[src/rtl/hamming_pkg.sv]
package hamming_pkg;

   // smallest check-bit count p with 2^p >= p + d + 1
   function automatic int par_width(input int d);
      int p;
      p = 1;
      while ((1 << p) < (p + d + 1)) p++;
      return p;
   endfunction

   function automatic bit is_pow2(input int v);
      return (v > 0) && ((v & (v - 1)) == 0);
   endfunction

   // data index held at a non-power-of-two 1-based position
   function automatic int data_index(input int pos);
      return pos - $clog2(pos + 1) - 1;
   endfunction

   // positions (1-based, stored at bit pos-1) covered by group j
   function automatic logic [63:0] cover_mask(input int j);
      logic [63:0] m;
      m = '0;
      for (int i = 1; i <= 63; i++)
         if (((i >> j) & 1) == 1) m[i-1] = 1'b1;
      return m;
   endfunction

endpackage

[src/rtl/ham_syndrome.sv]
module ham_syndrome #(
   parameter int CODE_W = 15,
   parameter int PAR_W  = 4
) (
   input  logic [CODE_W-1:0] word_i,
   output logic [PAR_W-1:0]  syn_o
);
   for (genvar j = 0; j < PAR_W; j++) begin : g_grp
      localparam logic [63:0] FULL = hamming_pkg::cover_mask(j);
      localparam logic [CODE_W-1:0] MASK = FULL[CODE_W-1:0];
      assign syn_o[j] = ^(word_i & MASK);
   end
endmodule

[src/rtl/ham_encoder.sv]
module ham_encoder #(
   parameter int DATA_W = 11,
   parameter int PAR_W  = 4,
   parameter int CODE_W = 15
) (
   input  logic              clk,
   input  logic              rst,
   input  logic              valid_i,
   input  logic [DATA_W-1:0] data_i,
   output logic              valid_o,
   output logic [CODE_W-1:0] code_o
);
   logic [CODE_W-1:0] placed;
   logic [CODE_W-1:0] code_c;
   logic [PAR_W-1:0]  par;

   for (genvar i = 1; i <= CODE_W; i++) begin : g_pos
      if (hamming_pkg::is_pow2(i)) begin : g_chk
         assign placed[i-1] = 1'b0;
         assign code_c[i-1] = par[$clog2(i)];
      end else begin : g_dat
         assign placed[i-1] = data_i[hamming_pkg::data_index(i)];
         assign code_c[i-1] = placed[i-1];
      end
   end

   // with zeroed check slots, the group XOR is the needed check bit
   ham_syndrome #(.CODE_W(CODE_W), .PAR_W(PAR_W)) u_par (
      .word_i (placed),
      .syn_o  (par)
   );

   always_ff @(posedge clk) begin
      if (rst) begin
         valid_o <= 1'b0;
         code_o  <= '0;
      end else begin
         valid_o <= valid_i;
         if (valid_i) code_o <= code_c;
      end
   end
endmodule

[src/rtl/ham_decoder.sv]
module ham_decoder #(
   parameter int DATA_W = 11,
   parameter int PAR_W  = 4,
   parameter int CODE_W = 15
) (
   input  logic              clk,
   input  logic              rst,
   input  logic              valid_i,
   input  logic [CODE_W-1:0] code_i,
   output logic              valid_o,
   output logic [DATA_W-1:0] data_o,
   output logic [PAR_W-1:0]  syn_o,
   output logic              fixed_o
);
   logic [PAR_W-1:0]  syn_c;
   logic [DATA_W-1:0] data_c;

   ham_syndrome #(.CODE_W(CODE_W), .PAR_W(PAR_W)) u_syn (
      .word_i (code_i),
      .syn_o  (syn_c)
   );

   // only data slots are repaired; a check-slot hit leaves data intact
   for (genvar i = 1; i <= CODE_W; i++) begin : g_pos
      if (!hamming_pkg::is_pow2(i)) begin : g_dat
         assign data_c[hamming_pkg::data_index(i)] =
            code_i[i-1] ^ (syn_c == PAR_W'(i));
      end
   end

   always_ff @(posedge clk) begin
      if (rst) begin
         valid_o <= 1'b0;
         data_o  <= '0;
         syn_o   <= '0;
         fixed_o <= 1'b0;
      end else begin
         valid_o <= valid_i;
         if (valid_i) begin
            data_o  <= data_c;
            syn_o   <= syn_c;
            fixed_o <= |syn_c;
         end
      end
   end
endmodule

[src/rtl/hamming_codec.sv]
module hamming_codec #(
   parameter int DATA_W = 11,
   localparam int PAR_W  = hamming_pkg::par_width(DATA_W),
   localparam int CODE_W = DATA_W + PAR_W
) (
   input  logic              clk,
   input  logic              rst,
   input  logic              enc_valid_i,
   input  logic [DATA_W-1:0] enc_data_i,
   output logic              enc_valid_o,
   output logic [CODE_W-1:0] enc_code_o,
   input  logic              dec_valid_i,
   input  logic [CODE_W-1:0] dec_code_i,
   output logic              dec_valid_o,
   output logic [DATA_W-1:0] dec_data_o,
   output logic [PAR_W-1:0]  dec_syn_o,
   output logic              dec_fixed_o
);
   // only perfect codes (length 2^p - 1) up to the 64-bit mask limit
   if (CODE_W != (1 << PAR_W) - 1) begin : g_bad_len
      $error("hamming_codec: DATA_W must yield a perfect code");
   end
   if (CODE_W > 63) begin : g_bad_big
      $error("hamming_codec: code length above 63");
   end

   ham_encoder #(.DATA_W(DATA_W), .PAR_W(PAR_W), .CODE_W(CODE_W)) u_enc (
      .clk     (clk),
      .rst     (rst),
      .valid_i (enc_valid_i),
      .data_i  (enc_data_i),
      .valid_o (enc_valid_o),
      .code_o  (enc_code_o)
   );

   ham_decoder #(.DATA_W(DATA_W), .PAR_W(PAR_W), .CODE_W(CODE_W)) u_dec (
      .clk     (clk),
      .rst     (rst),
      .valid_i (dec_valid_i),
      .code_i  (dec_code_i),
      .valid_o (dec_valid_o),
      .data_o  (dec_data_o),
      .syn_o   (dec_syn_o),
      .fixed_o (dec_fixed_o)
   );
endmodule

[config.mk]
export PLATFORM = sky130hd
export DESIGN_NAME = hamming_codec
export DESIGN_NICKNAME = d
export VERILOG_FILES = /design/src/rtl/hamming_pkg.sv /design/src/rtl/ham_syndrome.sv /design/src/rtl/ham_encoder.sv /design/src/rtl/ham_decoder.sv /design/src/rtl/hamming_codec.sv
export SDC_FILE = /design/constraint.sdc
export NUM_CORES = 1
export LEC_CHECK = 0
export BUFFER_PORTS_ARGS = -buffer_cell sky130_fd_sc_hd__buf_2
export CAP_MARGIN = 10
export CORE_ASPECT_RATIO = 0.9
export CORE_MARGIN = 4
export CORE_UTILIZATION = 35
export DETAILED_ROUTE_END_ITERATION = 16
export GPL_TIMING_DRIVEN = 0
export SYNTH_ARGS = -nofsm -noshare
export SYNTH_HDL_FRONTEND = slang
export SYNTH_SLANG_ARGS = --single-unit
[constraint.sdc]
create_clock -name clk -period 2.45 [get_ports clk]
set_input_delay 0.49 -clock clk [delete_from_list [all_inputs] [get_ports clk]]
set_output_delay 0.49 -clock clk [all_outputs]
set_load 0.005 [all_outputs]
# Yosys cells after proc, flatten, opt, wreduce, memory -nomap -nowiden
# Cells that the tools add are included.
op_classes:
  n_eq_ne: 11
  n_bitwise: 11
  reduce_logical: 9
ops:
  columns: ["cell", "n"]
  rows:
  - ["parity 15 bit", 8]
  - ["equality test 4 bit (second input constant)", 7]
  - ["equality test 4 x 3 -> 1 bit (second input constant)", 3]
  - ["XOR 1 bit", 11]
  - ["equality test 4 x 2 -> 1 bit (second input constant)", 1]
  - ["OR reduction 4 bit", 1]
word_totals:
  regBits: 33
  inputBits: 30
  wordCells: 37

# Longest topological paths before layout
logic_depth:
  depth_word: 3
  ltp_mapped: 6
  ltp_nobuf: 5

# Modules after synthesis
# From an unflattened synthesis, not the netlist that was laid out.
unflattened:
  hier_cells: 173
  area_unflattened_um2: 1811.7
by_module_without_submodules:
  columns: ["module", "n_inst", "cells_per_inst", "area_each_um2"]
  rows:
  - ["ham_decoder", 1, 82, 818.3]
  - ["ham_encoder", 1, 51, 573.0]
  - ["ham_syndrome", 2, 20, 210.2]

# Least setup slack after synthesis
# Ideal clock, no wire load.
synth_timing:
  path_kind: "input to register"
  start: "input dec_code_i[5]"
  end: "register u_dec.data_o[0]"
  setup_ps: 127
  arrival_ps: 1886
  required_time_ps: 2323
  setup_slack_ps: 437
  path_stages: 5
  path_buffers: 0
  path_cell_list: "xor3_2 > xnor2_2 > nor3_2 > o221ai_1 > or3b_1"
synth_via:
  elab_chain_cells: 3
  elab_cells_between_ends: 4
  cone_classes: "eq/ne (1); bitwise (1); reduce/logical (2)"
synth_rtl:
  columns: ["element", "line_no", "rtl"]
  rows:
  - ["from (decl)", "hamming_codec.sv:13", "input logic [CODE_W-1:0] dec_code_i,"]
  - ["parity 15 bit", "ham_syndrome.sv:11", "assign syn_o[j] = ^(word_i & MASK);"]
  - ["equality test 4 x 2 -> 1 bit (*)", "ham_decoder.sv:27", "code_i[i-1] ^ (syn_c == PAR_W'(i));"]
  - ["XOR 1 bit (*)", "ham_decoder.sv:27", null]
  - ["to (signal assigned)", "ham_decoder.sv:40", "data_o <= data_c;"]
  - ["to (decl)", "ham_decoder.sv:11", "output logic [DATA_W-1:0] data_o,"]
# Mark *: on every way between the ends. The rest lies on a longest branch, timed or not.
# A chain may end at the register's enable or synchronous reset.

# Final worst setup path
layout_timing:
  start: "input dec_code_i[5]"
  end: "register u_dec.data_o[7]"
layout_via:
  elab_chain_cells: 3
  elab_cells_between_ends: 4
  cone_classes: "eq/ne (1); bitwise (1); reduce/logical (2)"
layout_rtl:
  columns: ["element", "line_no"]
  rows:
  - ["parity 15 bit", "ham_syndrome.sv:11"]
  - ["equality test 4 bit (*)", "ham_decoder.sv:27"]
  - ["XOR 1 bit (*)", "ham_decoder.sv:27"]
# Marks and branches as above.

==> reports/results.tsv <==
stage	metric	value	unit
yosys	largest family of logic cells by synthesized area	simple AND/OR/NAND/NOR gates	
die	Rows	27	
critical_path	Required @ worst endpoint	2.61	ns
sta	highest achievable clock rate	0.460	GHz
pwr	Sw Pwr	0.609	mW
yosys	Synth top area share	30.1	%
sta	Final Hold Violating Endpoints	0	
die	I/O pins	63	
sta	Worst Clk Skew	0	ns
layout	Post-Layout Cell Count	397	
cts	CTS root buf	clkbuf_8	
yosys	post-synthesis cell type count	28	
critical_path	crit-path max FO	8	
detailed_routing	WL final	6090	um
yosys	ys async rst share	0	%
global_routing	Total GRT Usage	15.6	%
sta	period utilisation layout	88.6	%
critical_path	CP Launch Type	primary input	
critical_path	slowest stage cell on the critical path	xor2_1	
cts	Worst-Skew Late Latency	0.27	ns
pwr	power density over the cells	635	nW/um^2
layout	fin util	44.2	%
critical_path	Largest delay share family, worst path	XOR/XNOR gates	
global_routing	first-pass GRT wire length	9630	um
place	placed instance area	2600	sq um
cts	clk sinks	33	
yosys	top-count cell post-synth	dfxtp_1	
critical_path	Setup CP Type	in -> reg	
sta	final setup fails	0	
yosys	Net Count, Synth	272	
critical_path	critical path cell sequence	buf_2 -> xor2_1 -> xor2_1 -> nor3_2 -> o221ai_1 -> or3b_1	
worst_hold_path	Hold Path Class	in -> reg	
layout	share of cells above drive strength 1	28.4	%
layout	Layout fillers	642	
yosys	post-synth top area cell	dfxtp_1	
outcome	status	completed	
detailed_routing	vias per cell	5.26	
yosys	Synth Register Bits	33	
global_routing	GR Overflow Total	0	
sta	Slew @ Worst Pin	0.965	ns
pwr	Lkg Pwr	1.17	nW
yosys	synthesized cell area	2190	sq um
detailed_routing	Pre-antenna DRT Iters	5	
yosys	most instantiated cells after synthesis	dfxtp_1, nand3_1, nor3b_1	
global_routing	number of global-route vias before repair	1953	
critical_path	Crit path buffers/inverters	1	
yosys	post-synthesis sequential area ratio	30.1	%
detailed_routing	vias after detailed routing	2088	
pwr	Int Power	1.11	mW
place	RD Place Congestion	0.901	
sta	Final Max Slew Viols	0	
detailed_routing	drc violations	0	
run	max_cap viols	0	
sta	Final Critical Period	2.17	ns
place	Final HPWL DP	4670	um
sta	worst setup margin	0.278	ns
yosys	YS warnings	0	
cts	CTS Buf Count	5	
cts	# H-tree levels	2	
sta	RSZ-0062 raised after global routing	false	
cts	Worst-path clk slew	0.06	ns
detailed_routing	ANT nets after route	0	
yosys	EDFF count, synth	0	
layout	ant diodes	0	
layout	final instance area	2700	sq um
detailed_routing	DR WL/cell	15.3	um
critical_path	Max stage delay on crit path	0.68	ns
layout	P&R area growth vs syn	23.3	%
critical_path	cell mode on critical path	xor2_1	
cts	CTS tree	yes	
global_routing	largest net degree at the start of global routing	11	
die	core area	6110	sq um
sta	max_slew headroom	35.2	%
yosys	Post-Syn Instances	242	
sta	Fin Setup TNS	0	ns
pwr	switching share of power	35.5	%
layout	Nets	339	
cts	post-cts resize count	0	
die	Chip Width	91.4	um
place	Port Buffers	60	
yosys	simple-gate area share of the yosys netlist	28.9	%
place	# placed instances	389	
yosys	top cells by area, synth	dfxtp_1, xnor2_1, nand3_1	
critical_path	WP data arrival	2.33	ns
die	Die H	83.1	um
die	Initial Utilization	35.9	%
sta	Hold Slack	0.477	ns
die	DIE AREA	7600	sq um
yosys	compound-cell area share of the yosys netlist	10.2	%
yosys	Post-Synth XOR/XNOR Area	21.6	%
pwr	Clk pwr share	25.7	%
pwr	Flop pwr share	36.6	%
cts	Post-CTS Setup Inserts	0	
yosys	post-synthesis mux area share	6.85	%
cts	hold-fix buffers at CTS	0	
yosys	top_reg_cell synth	dfxtp_1	
pwr	Peak VDD IR	0.246	mV
place	pre-CTS WS	0.0200	ns
critical_path	Crit. End Element	flop	
yosys	post-synthesis adder-cell area fraction	0	%
yosys	Syn Area/Cell	9.06	sq um
pwr	Final Power	1.72	mW
detailed_routing	initial DRC count	152	
cts	maximum clock insertion buffer count	2	
global_routing	initial antenna violation count	0	
pwr	logic gate share of total power	37.7	%
power by group through the flow:
stage               clock, mW  sequential [mW]  combinational (mW)
global route            0.482            0.638               0.702
floorplan                   0            0.647               0.421
global placement            0            0.639               0.641
detailed placement          0            0.641               0.639
finish                  0.441            0.629               0.648
CTS                     0.456            0.629               0.642
cell usage in the layout, fill, tap and decap left out, types with 4 or more instances in the layout:
master and n:
nand2_1 8, nor3b_1 20, and3_1 8, xor2_1 9, a31oi_1 9, clkbuf_8 7
xnor2_2 7, buf_2 61, nand3_1 32, clkbuf_1 10, o221ai_1 12, nor2_1 19
nor3_2 4, nor3_1 13, xor2_2 4, dfxtp_1 33, mux2i_1 15, a311oi_1 4
xnor2_1 19
worst min-delay path, stage by stage:
cell     delay (ns)
buf_2          0.10
mux2i_1        0.06
nor2_1         0.07
registers in the layout (all words and copies together), names as in the netlist:
name	flops
u_enc.code_o	15
u_dec.data_o	11
u_dec.syn_o	4
u_dec.fixed_o	1
u_dec.valid_o	1
u_enc.valid_o	1
worst paths after layout:
kind | cells after the start | from | slack, ns | to
setup / recovery | 6 | dec_code_i[5] | 0.28 | u_dec.data_o[7]
hold / removal | 3 | enc_data_i[0] | 0.48 | u_enc.code_o[2]
setup reg to reg | 3 | u_dec.data_o[0] | 1.52 | u_dec.data_o[0]
hold reg to reg | 2 | u_enc.code_o[2] | 0.49 | u_enc.code_o[2]
final cells by class:
type,instances,area (sq um),area share (%)
plain buffers,12,46.3,1.71
multi-input cells,196,1480,54.8
well taps,87,109,4.03
inverters,1,3.75,0.139
repair buffers,60,300,11.1
flip-flops and latches,33,661,24.4
clock buffers,7,96.3,3.56
clock inverters,1,5.00,0.185
metal layers:
metal	vias up	GRT usage [%]	share of wire [%]
li1	1029	-	-
met1	949	21.9	47
met2	107	24.0	45
met3	3	4.44	7.5
met4	0	3.15	0.31
met5	-	0	0
kinds of logic after synthesis:
family,after synthesis
multiplexers,15
XOR/XNOR,41
buffers and inverters,13
flip-flops,33
AND/OR/NAND/NOR,112
AO/OA/AOI/OAI,28
Note: power is estimated with default switching activity, not from simulation.
